### src/rtl/ssq_pkg.sv
package ssq_pkg;

   typedef enum logic [1:0] {
      MODE_CONT    = 2'b00,
      MODE_SINGLE  = 2'b01,
      MODE_STANDBY = 2'b10
   } ssq_mode_e;

   function automatic ssq_mode_e decode_mode(input logic [1:0] code);
      case (code)
         2'b00:   return MODE_CONT;
         2'b01:   return MODE_SINGLE;
         default: return MODE_STANDBY;
      endcase
   endfunction

endpackage

### src/rtl/ssq_pick.sv
module ssq_pick #(
   parameter int NUM_CH = 4,
   parameter int CH_W   = $clog2(NUM_CH)
) (
   input  logic [NUM_CH-1:0] mask,
   input  logic [CH_W-1:0]   origin,
   output logic              found,
   output logic [CH_W-1:0]   pick
);

   generate
      if (NUM_CH < 2 || (NUM_CH & (NUM_CH - 1)) != 0) begin : g_bad_count
         $error("ssq_pick: NUM_CH must be a power of two and at least 2");
      end
   endgenerate

   logic [CH_W-1:0] cand;

   // Circular search from origin; scanning offsets downward lets the
   // smallest offset win.
   always_comb begin
      found = 1'b0;
      pick  = origin;
      cand  = origin;
      for (int k = NUM_CH - 1; k >= 0; k--) begin
         cand = origin + CH_W'(k);
         if (mask[cand]) begin
            found = 1'b1;
            pick  = cand;
         end
      end
   end

endmodule

### src/rtl/ssq_result.sv
module ssq_result #(
   parameter int DATA_W  = 24,
   parameter int CH_W    = 2,
   parameter int SETUP_W = 2
) (
   input  logic               clk,
   input  logic               rst_n,
   input  logic               post,
   input  logic [DATA_W-1:0]  post_data,
   input  logic [CH_W-1:0]    post_ch,
   input  logic [SETUP_W-1:0] post_setup,
   input  logic               rd,
   output logic [DATA_W-1:0]  data_q,
   output logic [CH_W-1:0]    ch_q,
   output logic [SETUP_W-1:0] setup_q,
   output logic               ready_q,
   output logic               ovr_q
);

   generate
      if (DATA_W < 1) begin : g_bad_width
         $error("ssq_result: DATA_W must be at least 1");
      end
   endgenerate

   always_ff @(posedge clk) begin
      if (!rst_n) begin
         data_q  <= '0;
         ch_q    <= '0;
         setup_q <= '0;
         ready_q <= 1'b0;
         ovr_q   <= 1'b0;
      end else if (post) begin
         data_q  <= post_data;
         ch_q    <= post_ch;
         setup_q <= post_setup;
         ready_q <= 1'b1;
         ovr_q   <= (ready_q || ovr_q) && !rd;
      end else if (rd) begin
         ready_q <= 1'b0;
         ovr_q   <= 1'b0;
      end
   end

   AST_READY_AFTER_POST: assert property (@(posedge clk) disable iff (!rst_n)
      post |=> ready_q);
   AST_READ_CLEARS: assert property (@(posedge clk) disable iff (!rst_n)
      (rd && !post) |=> (!ready_q && !ovr_q));
   AST_OVR_ON_LOSS: assert property (@(posedge clk) disable iff (!rst_n)
      (post && ready_q && !rd) |=> ovr_q);
   AST_OVR_IMPLIES_READY: assert property (@(posedge clk) disable iff (!rst_n)
      ovr_q |-> ready_q);

endmodule

### src/rtl/scan_sequencer.sv
module scan_sequencer
   import ssq_pkg::*;
#(
   parameter int NUM_CH    = 4,
   parameter int NUM_SETUP = 4,
   parameter int DATA_W    = 24,
   parameter int CH_W      = $clog2(NUM_CH),
   parameter int SETUP_W   = $clog2(NUM_SETUP)
) (
   input  logic                      clk,
   input  logic                      rst_n,
   input  logic [NUM_CH-1:0]         ch_enable,
   input  logic [NUM_CH*SETUP_W-1:0] ch_setup,
   input  logic [1:0]                mode_code,
   input  logic                      mode_wr,
   output logic                      conv_start,
   output logic [CH_W-1:0]           conv_ch,
   output logic [SETUP_W-1:0]        conv_setup,
   input  logic                      conv_done,
   input  logic [DATA_W-1:0]         conv_data,
   input  logic                      res_read,
   output logic [DATA_W-1:0]         res_data,
   output logic [CH_W-1:0]           res_ch,
   output logic [SETUP_W-1:0]        res_setup,
   output logic                      res_ready,
   output logic                      res_overrun,
   output logic [1:0]                mode_state
);

   generate
      if (NUM_SETUP < 2) begin : g_bad_setup
         $error("scan_sequencer: NUM_SETUP must be at least 2");
      end
      if (CH_W != $clog2(NUM_CH) || SETUP_W != $clog2(NUM_SETUP)) begin : g_bad_derived
         $error("scan_sequencer: CH_W and SETUP_W must stay at their derived values");
      end
   endgenerate

   // Split the flat setup map into one field per channel.
   logic [SETUP_W-1:0] setup_tbl [NUM_CH];
   generate
      for (genvar g = 0; g < NUM_CH; g++) begin : g_setup_field
         assign setup_tbl[g] = ch_setup[g*SETUP_W +: SETUP_W];
      end
   endgenerate

   ssq_mode_e          mode_q;
   ssq_mode_e          eff_mode;
   logic               busy_q;
   logic               start_q;
   logic               restart_q;
   logic [CH_W-1:0]    ptr_q;
   logic [CH_W-1:0]    cur_ch_q;
   logic [SETUP_W-1:0] cur_setup_q;

   logic [CH_W-1:0]    origin;
   logic               pick_found;
   logic [CH_W-1:0]    pick_idx;
   logic               pick_go;
   logic               done_acc;

   // A mode write acts at the edge where it is presented.
   assign eff_mode = mode_wr ? decode_mode(mode_code) : mode_q;
   assign origin   = (restart_q || mode_wr) ? '0 : ptr_q;
   assign pick_go  = !busy_q && (eff_mode != MODE_STANDBY) && pick_found;
   assign done_acc = busy_q && conv_done;

   ssq_pick #(.NUM_CH(NUM_CH), .CH_W(CH_W)) u_pick (
      .mask   (ch_enable),
      .origin (origin),
      .found  (pick_found),
      .pick   (pick_idx)
   );

   always_ff @(posedge clk) begin
      if (!rst_n) begin
         mode_q      <= MODE_CONT;
         busy_q      <= 1'b0;
         start_q     <= 1'b0;
         restart_q   <= 1'b0;
         ptr_q       <= '0;
         cur_ch_q    <= '0;
         cur_setup_q <= '0;
      end else begin
         start_q <= pick_go;
         if (pick_go) begin
            busy_q      <= 1'b1;
            cur_ch_q    <= pick_idx;
            cur_setup_q <= setup_tbl[pick_idx];
            ptr_q       <= pick_idx + CH_W'(1);
         end else if (done_acc) begin
            busy_q <= 1'b0;
         end

         if (pick_go)      restart_q <= 1'b0;
         else if (mode_wr) restart_q <= 1'b1;

         if (mode_wr)
            mode_q <= decode_mode(mode_code);
         else if (done_acc && mode_q == MODE_SINGLE)
            mode_q <= MODE_STANDBY;
      end
   end

   assign conv_start = start_q;
   assign conv_ch    = cur_ch_q;
   assign conv_setup = cur_setup_q;
   assign mode_state = mode_q;

   ssq_result #(.DATA_W(DATA_W), .CH_W(CH_W), .SETUP_W(SETUP_W)) u_result (
      .clk        (clk),
      .rst_n      (rst_n),
      .post       (done_acc),
      .post_data  (conv_data),
      .post_ch    (cur_ch_q),
      .post_setup (cur_setup_q),
      .rd         (res_read),
      .data_q     (res_data),
      .ch_q       (res_ch),
      .setup_q    (res_setup),
      .ready_q    (res_ready),
      .ovr_q      (res_overrun)
   );

   AST_START_PULSE: assert property (@(posedge clk) disable iff (!rst_n)
      start_q |=> !start_q);
   AST_NO_START_WHILE_BUSY: assert property (@(posedge clk) disable iff (!rst_n)
      (busy_q && !conv_done) |=> !start_q);
   AST_PICK_ENABLED: assert property (@(posedge clk) disable iff (!rst_n)
      pick_go |-> ch_enable[pick_idx]);
   AST_EMPTY_MASK_QUIET: assert property (@(posedge clk) disable iff (!rst_n)
      (!busy_q && ch_enable == '0) |=> !start_q);
   AST_STANDBY_QUIET: assert property (@(posedge clk) disable iff (!rst_n)
      (!busy_q && mode_q == MODE_STANDBY && !mode_wr) |=> !start_q);
   AST_SINGLE_STOPS: assert property (@(posedge clk) disable iff (!rst_n)
      (done_acc && mode_q == MODE_SINGLE && !mode_wr) |=> (mode_q == MODE_STANDBY));
   AST_CHANNEL_HELD: assert property (@(posedge clk) disable iff (!rst_n)
      (busy_q && !conv_done) |=> ($stable(cur_ch_q) && $stable(cur_setup_q)));

endmodule

### config.mk
export PLATFORM = sky130hd
export DESIGN_NAME = scan_sequencer
export DESIGN_NICKNAME = d
export VERILOG_FILES = /design/src/rtl/ssq_pkg.sv /design/src/rtl/ssq_pick.sv /design/src/rtl/ssq_result.sv /design/src/rtl/scan_sequencer.sv
export SDC_FILE = /design/constraint.sdc
export NUM_CORES = 1
export LEC_CHECK = 0
export ABC_AREA = 1
export BUFFER_PORTS_ARGS = -buffer_cell sky130_fd_sc_hd__buf_2
export CAP_MARGIN = 40
export CORE_ASPECT_RATIO = 0.75
export CORE_MARGIN = 2
export CORE_UTILIZATION = 49
export DETAILED_ROUTE_END_ITERATION = 6
export PLACE_DENSITY = 0.9
export SYNTH_ARGS = -nofsm -noshare
export SYNTH_HDL_FRONTEND = slang
export SYNTH_SLANG_ARGS = --single-unit
### constraint.sdc
create_clock -name clk -period 3.7 [get_ports clk]
set_clock_uncertainty 0.05 [all_clocks]
set_input_delay 0.37 -clock clk [delete_from_list [all_inputs] [get_ports clk]]
set_output_delay 0.37 -clock clk [all_outputs]
set_load 0.005 [all_outputs]
After elaboration in Yosys (flattened, before gate mapping):

Index checks and enable logic that the tools add are counted.

* add/subtract/negate cells: 4
* multipliers: 0
* divide/modulo/power cells: 0
* $lt $le $gt $ge: 5
* equality and inequality tests: 3
* shift operators: 0
* multiplexer cells: 29
* bitwise logic cells: 2
* reduce and logical (&&, ||, !) cells: 14

Operators with widths (count)
* 2-bit two-way mux: 10
* 1-bit two-way mux: 13
* 2-bit by 3-bit < comparator with 1-bit output (second input constant): 4
* 1-bit binary-select mux with 2-bit select: 4
* 2-bit nonzero test: 3
* 1-bit logical AND: 5
* 2-bit by 1-bit adder with 2-bit output (second input constant): 2
* 2-bit adder (second input constant): 2
* 2-bit binary-select mux with 2-bit select: 1
* 2-bit by 1-bit equality test with 1-bit output (second input constant): 2
* 2-bit case mux with 2 select lines: 1
* 3-bit >= comparator (second input constant): 1
* 2-bit NOT with 3-bit output: 1
* 1-bit logical NOT: 2
* 2-bit logical NOT: 1
* 1-bit logical OR: 2
* 2-bit != test (second input constant): 1
* 2-bit OR reduction: 1
* 1-bit NOT: 1

* register bits: 41
* bits in latches: 0
* bits in writable memories: 0
* memory bits (read-only): 0
* input bits: 43
* output and inout port bits: 37
* memories kept: 0

Longest topological paths before layout:

Gate-level depths: netlist of run 1.

* word-level depth: 13
* mapped depth: 14
* gate-level depth less buffers: 14

Hierarchy:

A second synthesis of run 1 with hierarchy kept.

* cell total of the unflattened synthesis: 317
* area, all modules: 1989.4 um2

By module, submodules not included
* ssq_result: times used 1, cells an instance 187, area an instance 1209.9 um2, seq. area each 600.6 um2
* scan_sequencer: times used 1, cells an instance 77, area an instance 545.5 um2, seq. area each 220.2 um2
* ssq_pick: times used 1, cells an instance 53, area an instance 234.0 um2, seq. area each 0.0 um2

Least setup slack after synthesis of run 1:

Ideal clock, no wire load.

* path type: input -> register
* from: input mode_wr
* to: register cur_setup_q[0], in the netlist conv_setup[0]
* arrival time: 1377 ps
* required time: 3533 ps
* slack: 2156 ps
* stages: 13
* buffers on the path: 1
* cell sequence: nor2_4 > buf_6 > nand3_2 > nand3_2 > nand2_2 > nor2_4 > nand2_1 > nand2_4 > nand2_4 > nand2_1 > nand2_1 > nand2_1 > nand3_2

* word-level cells in the longest chain between the ends: 13
* elaborated cells between the ends (all ways): 29
* classes of those cells: add/sub (3); eq/ne (1); mux (21); bitwise (1); reduce/logical (3)

Ends and longest elaborated chain
* start: declaration: RTL line scan_sequencer.sv:15 `input logic mode_wr,`
* 1-bit logical OR: RTL line scan_sequencer.sv:64 `assign origin = (restart_q || mode_wr) ? '0 : ptr_q;`
* 2-bit two-way mux: RTL line scan_sequencer.sv:64
* 2-bit adder: RTL line ssq_pick.sv:26 `cand = origin + CH_W'(k);`
* 1-bit binary-select mux with 2-bit select: RTL line ssq_pick.sv:27 `if (mask[cand]) begin`
* 1-bit two-way mux (implied by the code): RTL line ssq_pick.sv:27
* 2-bit two-way mux (4 in series): RTL line ssq_pick.sv:27
* 2-bit NOT with 3-bit output (implied by the code): RTL line scan_sequencer.sv:89 `cur_setup_q <= setup_tbl[pick_idx];`
* 2-bit binary-select mux with 2-bit select: RTL line scan_sequencer.sv:89
* 2-bit two-way mux (implied by the code) (2 in series): RTL line scan_sequencer.sv:89
* end signal: assignment: RTL line scan_sequencer.sv:89
* end: declaration: RTL line scan_sequencer.sv:54 `logic [SETUP_W-1:0] cur_setup_q;`

Parallel ways exist; a longest one is shown, timed or not. The select of a mux whose other input is x is not followed.
A chain may end at the register's enable or synchronous reset.

Final worst setup path of run 1:

* from: register restart_q
* to: register cur_setup_q[1], in the netlist conv_setup[1]

* word-level cells in the longest chain between the ends: 13
* elaborated cells between the ends (all ways): 26
* classes of those cells: add/sub (3); mux (20); bitwise (1); reduce/logical (2)

Ends and longest elaborated chain
* start: declaration: RTL line scan_sequencer.sv:51 `logic restart_q;`
* start signal: assignment: RTL line scan_sequencer.sv:80 `restart_q <= 1'b0;`
* start signal: assignment: RTL line scan_sequencer.sv:95 `if (pick_go) restart_q <= 1'b0;`
* start signal: assignment: RTL line scan_sequencer.sv:96 `else if (mode_wr) restart_q <= 1'b1;`
* 1-bit logical OR (*): RTL line scan_sequencer.sv:64
* 2-bit two-way mux (*): RTL line scan_sequencer.sv:64
* 2-bit adder: RTL line ssq_pick.sv:26
* 1-bit binary-select mux with 2-bit select: RTL line ssq_pick.sv:27
* 1-bit two-way mux (implied by the code): RTL line ssq_pick.sv:27
* 2-bit two-way mux (4 in series): RTL line ssq_pick.sv:27
* 2-bit NOT with 3-bit output (implied by the code): RTL line scan_sequencer.sv:89
* 2-bit binary-select mux with 2-bit select: RTL line scan_sequencer.sv:89
* 2-bit two-way mux (implied by the code) (2 in series): RTL line scan_sequencer.sv:89

Mark *: on every way between the ends. The rest lies on a longest branch, timed or not. The select of a mux whose other input is x is not followed.

==> metrics, run 1 <==
diodes inserted=0; postcts setup bufs=0; post-route insts no fill=392; status=complete, no violations; TritonRoute pass-1 iters=4; Slew Limit Fails=0; final period utilization=49.90%; chip height=approximately 57 µm; worst path required time=3.84 ns; Slew HR=65.47%; crit path kind=register to register; Critical Path Max Stage Delay=0.33 ns; CP arrival=1.99 ns; syn nets=305; core area=3637 µm²; hpwl dp=3281 µm; Fill cells=approximately 330; I/O pin cnt=80; vias in the first global route=around 1600; placed cell count=384; Resize count post-CTS=0; sequential area share after synthesis=44.50%; Max Root-Sink Buffers=2; final WL=4406 µm; Hold Path Depth=2; top-count cell post-synth=nor2_1; grt ovf=0; Hold WS=0.2490 ns; Overall Global Routing Usage=20.65%; number of enable flip-flop cells after synthesis=0; Synth area leaders=dfxtp_1, nor2_1, nand2_1; worst-skew pair later-pin latency=around 0.29 ns; DRT iter0 DRCs=76; largest net degree at the start of global routing=34; Setup TNS=0 ns; CP Cell Sequence=nor2_4 > nand2_2 > nand2_1 > nand3_1 > nand2_2 > nand2_1 > nand3_2 > nand2_4 > nand2_1 > nand2_1 > nand2_1 > nand3_2; Reg clk slew, reported paths=0.08 ns; TritonCTS clock tree=yes; Slew @ Worst Pin=roughly 0.52 ns; pre-CTS setup slack=1.696 ns; crit-path most repeated cell=nand2_1; gp weighted congestion=0.9238; Fin. Hold Viols=0; top cells by count, synth=nor2_1, nand2_1, dfxtp_1; Root Driver=clkbuf_8; CP Max Fanout=12; Async SR Flop Fraction=0%; r2r worst-path depth=12; # DRC=0; Port Buffers=79; area delta synth->final=30.80%; share of post-route cells with drive strength above 1=32.65%; area share of the largest cell type after synthesis=44.50%; Cells after Synth=~260; Nets=382; Hold WC Path Type=input pin to register; Setup crit start kind=register; max cap viols=0; Vias/cell=about 4.8; post-synthesis area per instance=7.039 µm²; die area=4276 µm²; RSZ-0062 raised after global routing=false; Final WS setup=1.854 ns; # H-tree levels=2; Cell Area, Synth=1844 µm²; Initial Util=50.71%; Static Leak=1.258 nW; Max VDD drop=218.3 µV; CTS buffer count=5; first-pass GRT wire length=6734 µm; Worst setup EP type=register; Tmin final=1.846 ns; pwr dens=around 500 nW/µm²; Yosys top cell by area=dfxtp_1; final setup fails=0; ANT nets after route=0; Yosys warnings=0; initial antenna violation count=0; FMAX=541.7 MHz; WL per Instance=11.24 µm; Distinct cells, synth=24; Yosys reg bits=41; die width=between 70 and 80 µm; DR vias=1862; hold buffers post-CTS=0; top_reg_cell synth=dfxtp_1; clock sink count=41; row count=19; CP max-delay cell=dfxtp_1; worst reg2reg setup slack=1.85 ns
sequential cells by signal, indices dropped and copies added, names as in the netlist:
signal,count
mode_state,2
u_result.setup_q,2
busy_q,1
conv_start,1
conv_ch,2
restart_q,1
u_result.ch_q,2
u_result.ready_q,1
u_result.ovr_q,1
conv_setup,2
u_result.data_q,24
ptr_q,2
through the flow:
stage,cell area (µm²),total power (W),util [%]
after CTS,2412,0.001212,66.32
after global placement,2260,0.0007718,62.13
after global routing,2412,0.001265,66.32
final,2412,0.001204,66.32
after detailed placement,2275,0.0007837,62.54
after floorplan,1844,0.0006928,-
cell usage in the layout, fill, tap and decap left out:
master	netlist	layout
inv_1	17	17
buf_2	0	79
a211oi_1	1	1
nand2_4	2	2
o31ai_1	1	1
dfxtp_1	41	41
o21ai_1	3	3
nand3b_1	1	1
nor2_2	1	1
nand2_2	4	4
clkbuf_8	0	5
a21oi_1	4	4
nand2_1	51	51
buf_8	0	1
nand3_2	8	8
nand3_1	16	16
nor2_1	62	62
a21oi_2	1	1
inv_6	0	1
or3_1	1	1
o21ai_0	30	30
nor2_4	2	2
inv_2	3	3
or2_2	1	1
bufinv_16	0	2
buf_4	1	1
o22ai_1	1	1
worst paths after layout:
check                      start              to
setup / recovery       restart_q   conv_setup[1]
setup reg to reg       restart_q   conv_setup[1]
hold reg to reg   u_result.ovr_q  u_result.ovr_q
hold / removal         conv_done          busy_q
power by group:
part	internal, W	total, W	switching, W
sequential	0.000485	0.000514	0.0000298
combinational	0.000106	0.000260	0.000153
clock	0.000271	0.000430	0.000158
area by class of cell:
class                   count  area [µm²]  area share, %
well taps                  52       65.06          2.697
flip-flops and latches     41       820.8          34.02
clock inverters             3       68.82          2.853
clock buffers               5       68.82          2.853
inverters                  20       75.07          3.112
multi-input cells         190       895.9          37.14
repair buffers             81       417.9          17.32
routing by layer:
metal / vias to the layer above / wire, µm / global-route usage, %
met3: 4 / 357 / 7.420
li1: 982 / - / -
met1: 804 / 1933 / 25.11
met2: 72 / 2065 / 34.09
met5: - / 0 / 0
met4: 0 / 50 / 6.378
worst max-delay path: cells and delay by family, from the launching register on:
family	cells	cell delay [ns]
flip-flops	1	0.33
AND/OR/NAND/NOR	12	1.37
cell families (layout without fill, tap and decap cells):
group,count (synthesis),count (layout),synth area share (%)
buf+inv,31,109,6.920
compound gates,41,41,11.67
simple gates,149,149,36.91
flops,41,41,44.50
(Power assumes the default switching activity.)
==> run 2, diff against run 1 <==
--- a/config.mk
+++ b/config.mk
@@ -5,14 +5,14 @@
 export SDC_FILE = /design/constraint.sdc
 export NUM_CORES = 1
 export LEC_CHECK = 0
-export ABC_AREA = 1
+export ABC_AREA = 0
 export BUFFER_PORTS_ARGS = -buffer_cell sky130_fd_sc_hd__buf_2
 export CAP_MARGIN = 40
 export CORE_ASPECT_RATIO = 0.75
 export CORE_MARGIN = 2
-export CORE_UTILIZATION = 49
+export CORE_UTILIZATION = 42
 export DETAILED_ROUTE_END_ITERATION = 6
-export PLACE_DENSITY = 0.9
+export PLACE_DENSITY = 0.83
 export SYNTH_ARGS = -nofsm -noshare
 export SYNTH_HDL_FRONTEND = slang
 export SYNTH_SLANG_ARGS = --single-unit
==> constraint.sdc (replaced) <==
create_clock -name clk -period 1.6 [get_ports clk]
set_clock_uncertainty 0.05 [all_clocks]
set_input_delay 0.16 -clock clk [delete_from_list [all_inputs] [get_ports clk]]
set_output_delay 0.16 -clock clk [all_outputs]
set_load 0.005 [all_outputs]
==> run 2 against run 1 <==
  * Synthesized area decreased by 2.0%
  * Count of clock-buffer cells in the layout unchanged
  * Largest power group unchanged
  * First-iteration DRC count increased by 16%
  * The run now ends with negative setup slack left
  * Total power increased by 130%
  * Design area increased by 9.4%
==> metrics, run 2 <==
status=finished, violations left (was complete, no violations); violated checks=negative setup slack; combinational share of power=22.6% (was 21.6%); Synth area leaders=dfxtp_1, nand2_1, a21oi_1 (was dfxtp_1, nor2_1, nand2_1); Tmin final=1.962 ns (was 1.846 ns); r2r worst-path depth=8 (was 12); DRT iter0 DRCs=88 (was 76); syn nets=271 (was 305); I/O pin cnt=80 (unchanged); grt ovf=0 (unchanged); Critical Path Max Stage Delay=0.32 ns (was 0.33 ns); Cell Area, Synth=1808 µm² (was 1844 µm²); R2R Path End=conv_setup[0] (was conv_setup[1]); Max Root-Sink Buffers=2 (unchanged); Setup crit start kind=register (unchanged); Yosys reg bits=41 (unchanged); top_reg_cell synth=dfxtp_1 (unchanged); worst-skew pair later-pin latency=0.29 ns (about the same); TritonCTS clock tree=yes (unchanged); Yosys top cell by area=dfxtp_1 (unchanged); worst reg2reg setup slack=-0.36 ns (was 1.85 ns); Max VDD drop=573.7 µV (was 218.3 µV); crit path launch=ptr_q[0] (was restart_q); Setup TNS=-1.717 ns (was 0 ns); Slew @ Worst Pin=0.3915 ns (was 0.5179 ns); sequential area share after synthesis=45.40% (was 44.50%); final setup fails=6 (was 0); post-synthesis area per instance=7.930 µm² (was 7.039 µm²); final period utilization=122.7% (was 49.90%); first-pass GRT wire length=8031 µm (was 6734 µm); ANT nets after route=0 (unchanged); Sw Pwr=0.0007055 W (was 0.0003411 W); Pint=0.002010 W (was 0.0008624 W); initial antenna violation count=0 (unchanged); die width=79.76 µm (was 74.84 µm); top-count cell post-synth=nand2_1 (was nor2_1); Initial Util=44.05% (was 50.71%); max cap viols=0 (unchanged); Cells after Synth=228 (was 262); Root Driver=clkbuf_8 (unchanged); Most flops, register=u_result.data_q (unchanged); die area=4851 µm² (was 4276 µm²); CP Cell Sequence=nor3b_4 > buf_4 > and3_4 > a221o_1 > o221a_1 > o21ai_4 > o2111ai_1 > o311ai_1 (was nor2_4 > nand2_2 > nand2_1 > nand3_1 > nand2_2 > nand2_1 > nand3_2 > nand2_4 > nand2_1 > nand2_1 > nand2_1 > nand3_2); RSZ-0062 raised after global routing=true (was false); Slew Limit Fails=0 (unchanged); CTS buffer count=5 (unchanged); Overall Global Routing Usage=21.37% (was 20.65%); row count=20 (was 19); Buf/Inv on CP=1 (was 0); most frequent cells in the layout=buf_2, nand2_1, a21oi_1, dfxtp_1, buf_4 (was buf_2, nor2_1, nand2_1); chip height=60.82 µm (was 57.13 µm); gp weighted congestion=0.9346 (was 0.9238); WL per Instance=12.95 µm (was 11.24 µm); CP max-delay cell=dfxtp_2 (was dfxtp_1); Reg clk slew, reported paths=0.08 ns (about the same); final WL=5063 µm (was 4406 µm); Hold Path Depth=3 (was 2); area delta synth->final=46.02% (was 30.80%); worst path required time=1.75 ns (was 3.84 ns); FMAX=509.6 MHz (was 541.7 MHz); Nets=378 (was 382); pre-CTS setup slack=-0.4291 ns (was 1.696 ns); largest net degree at the start of global routing=17 (was 34); Seq pwr share=41.6% (was 42.7%); CP delay by family, top=compound AO/OA/AOI/OAI gates (was simple AND/OR/NAND/NOR gates); Distinct cells, synth=44 (was 24); area share of the largest cell type after synthesis=45.40% (was 44.50%); top cells by count, synth=nand2_1, dfxtp_1, a21oi_1 (was nor2_1, nand2_1, dfxtp_1); Async SR Flop Fraction=0% (unchanged); # H-tree levels=2 (unchanged); most common cell after layout, fill and taps aside=buf_2 (unchanged); DR vias=1959 (was 1862); clock sink count=41 (unchanged); Slew HR=73.76% (was 65.47%); crit path kind=register to register (unchanged); Fin. Hold Viols=0 (unchanged); CP Max Fanout=7 (was 12); max FFs per register=24 (unchanged); Static Leak=1.209 nW (was 1.258 nW); vias in the first global route=1770 (was 1556); share of post-route cells with drive strength above 1=41.07% (was 32.65%); CP arrival=2.11 ns (was 1.99 ns); sw frac=25.98% (was 28.34%); diodes inserted=0 (unchanged); Worst setup EP type=register (unchanged); # DRC=0 (unchanged); pwr dens=1029 nW/µm² (was 498.9 nW/µm²); Final WS setup=-0.3624 ns (was 1.854 ns); hold_sp=conv_data[1] (was conv_done); Port Buffers=79 (unchanged); clock group share of total power=35.8% (was 35.7%); TritonRoute pass-1 iters=4 (unchanged); Vias/cell=5.010 (was 4.750); Yosys warnings=0 (unchanged); Hold EP=u_result.data_q[1] (was busy_q); hpwl dp=3709 µm (was 3281 µm); core area=4104 µm² (was 3637 µm²); Hold WC Path Type=input pin to register (unchanged); number of enable flip-flop cells after synthesis=0 (unchanged); fin util=64.33% (was 66.32%); R2R Path Start=ptr_q[0] (was restart_q)
run 2: worst reg2reg max path: stages, from the launching register on:
cell and delay, ns:
dfxtp_2 0.32, nor3b_4 0.16, buf_4 0.14, and3_4 0.13, a221o_1 0.30, o221a_1 0.27
o21ai_4 0.24, o2111ai_1 0.15, o311ai_1 0.10
run 2: power by group through the flow:
stage	Sequential [W]	Clock, W	Combinational, W
6_report	0.00113	0.000972	0.000613
5_1_grt	0.00114	0.00104	0.000674
4_1_cts	0.00113	0.000991	0.000595
3_5_place_dp	0.00115	0	0.000566
3_3_place_gp	0.00115	0	0.000559
2_1_floorplan	0.00116	0	0.000308
run 2: how the worst max path moves through the flow:
| stage | to | slack [ns] | cells past startpoint |
|---|---|---|---|
| 6_report | conv_setup[0] | -0.36 | 8 |
| 5_1_grt | conv_setup[0] | -0.45 | 8 |
| 4_1_cts | conv_setup[0] | -0.34 | 8 |
| 3_5_place_dp | conv_setup[0] | -0.43 | 7 |
| 3_3_place_gp | conv_setup[1] | -0.38 | 7 |
| 2_1_floorplan | conv_setup[0] | -0.22 | 7 |
run 2: area by class of cell:
class / count / area, µm²
tap: 55 / 68.82
clock inverter: 3 / 65.06
multi-input combinational: 170 / 942.2
clock buffer: 5 / 68.82
sequential: 41 / 827.0
inverter: 4 / 15.01
fill: 381 / 1464
timing repair buffer: 113 / 653.1
run 2: metrics by stage:
step                      power, W  std cells  hold WS, ns  cell area (µm²)
after floorplan           0.001464        228       0.1893             1821
after global placement    0.001708        376       0.2892             2422
after detailed placement  0.001718        376       0.3032             2422
after CTS                 0.002716        390      0.03824             2628
after global routing      0.002852        391      0.03294             2640
final                     0.002716        391      0.05226             2640
run 2: cells by family (layout without fill, tap and decap cells):
kind of cell | Yosys count | count (layout) | share of synthesized area (%)
DFF | 41 | 41 | 45.40
and+or+nand+nor | 101 | 101 | 26.09
buffers and inverters | 17 | 125 | 4.428
muxes | 3 | 3 | 1.661
AOI/OAI and AO/OA | 66 | 66 | 22.42
run 2: routing by layer:
metal | GRT usage, % | part of all wire, % | up-vias
met1 | 28.74 | 46 | 890
met2 | 33.61 | 45 | 68
met3 | 6.548 | 7.7 | 7
met4 | 6.538 | 1.3 | 0
met5 | 0 | 0 | -
li1 | - | - | 994
run 2: timing repair:
action                                  in CTS  in global routing
endpoints found under the setup margin       6                  6
pin swaps                                   11                  1
buffers inserted                             5                  1
resized for setup                            6                  1
hold buffers                                 1                  0
hold endpoints to repair                     1                  0
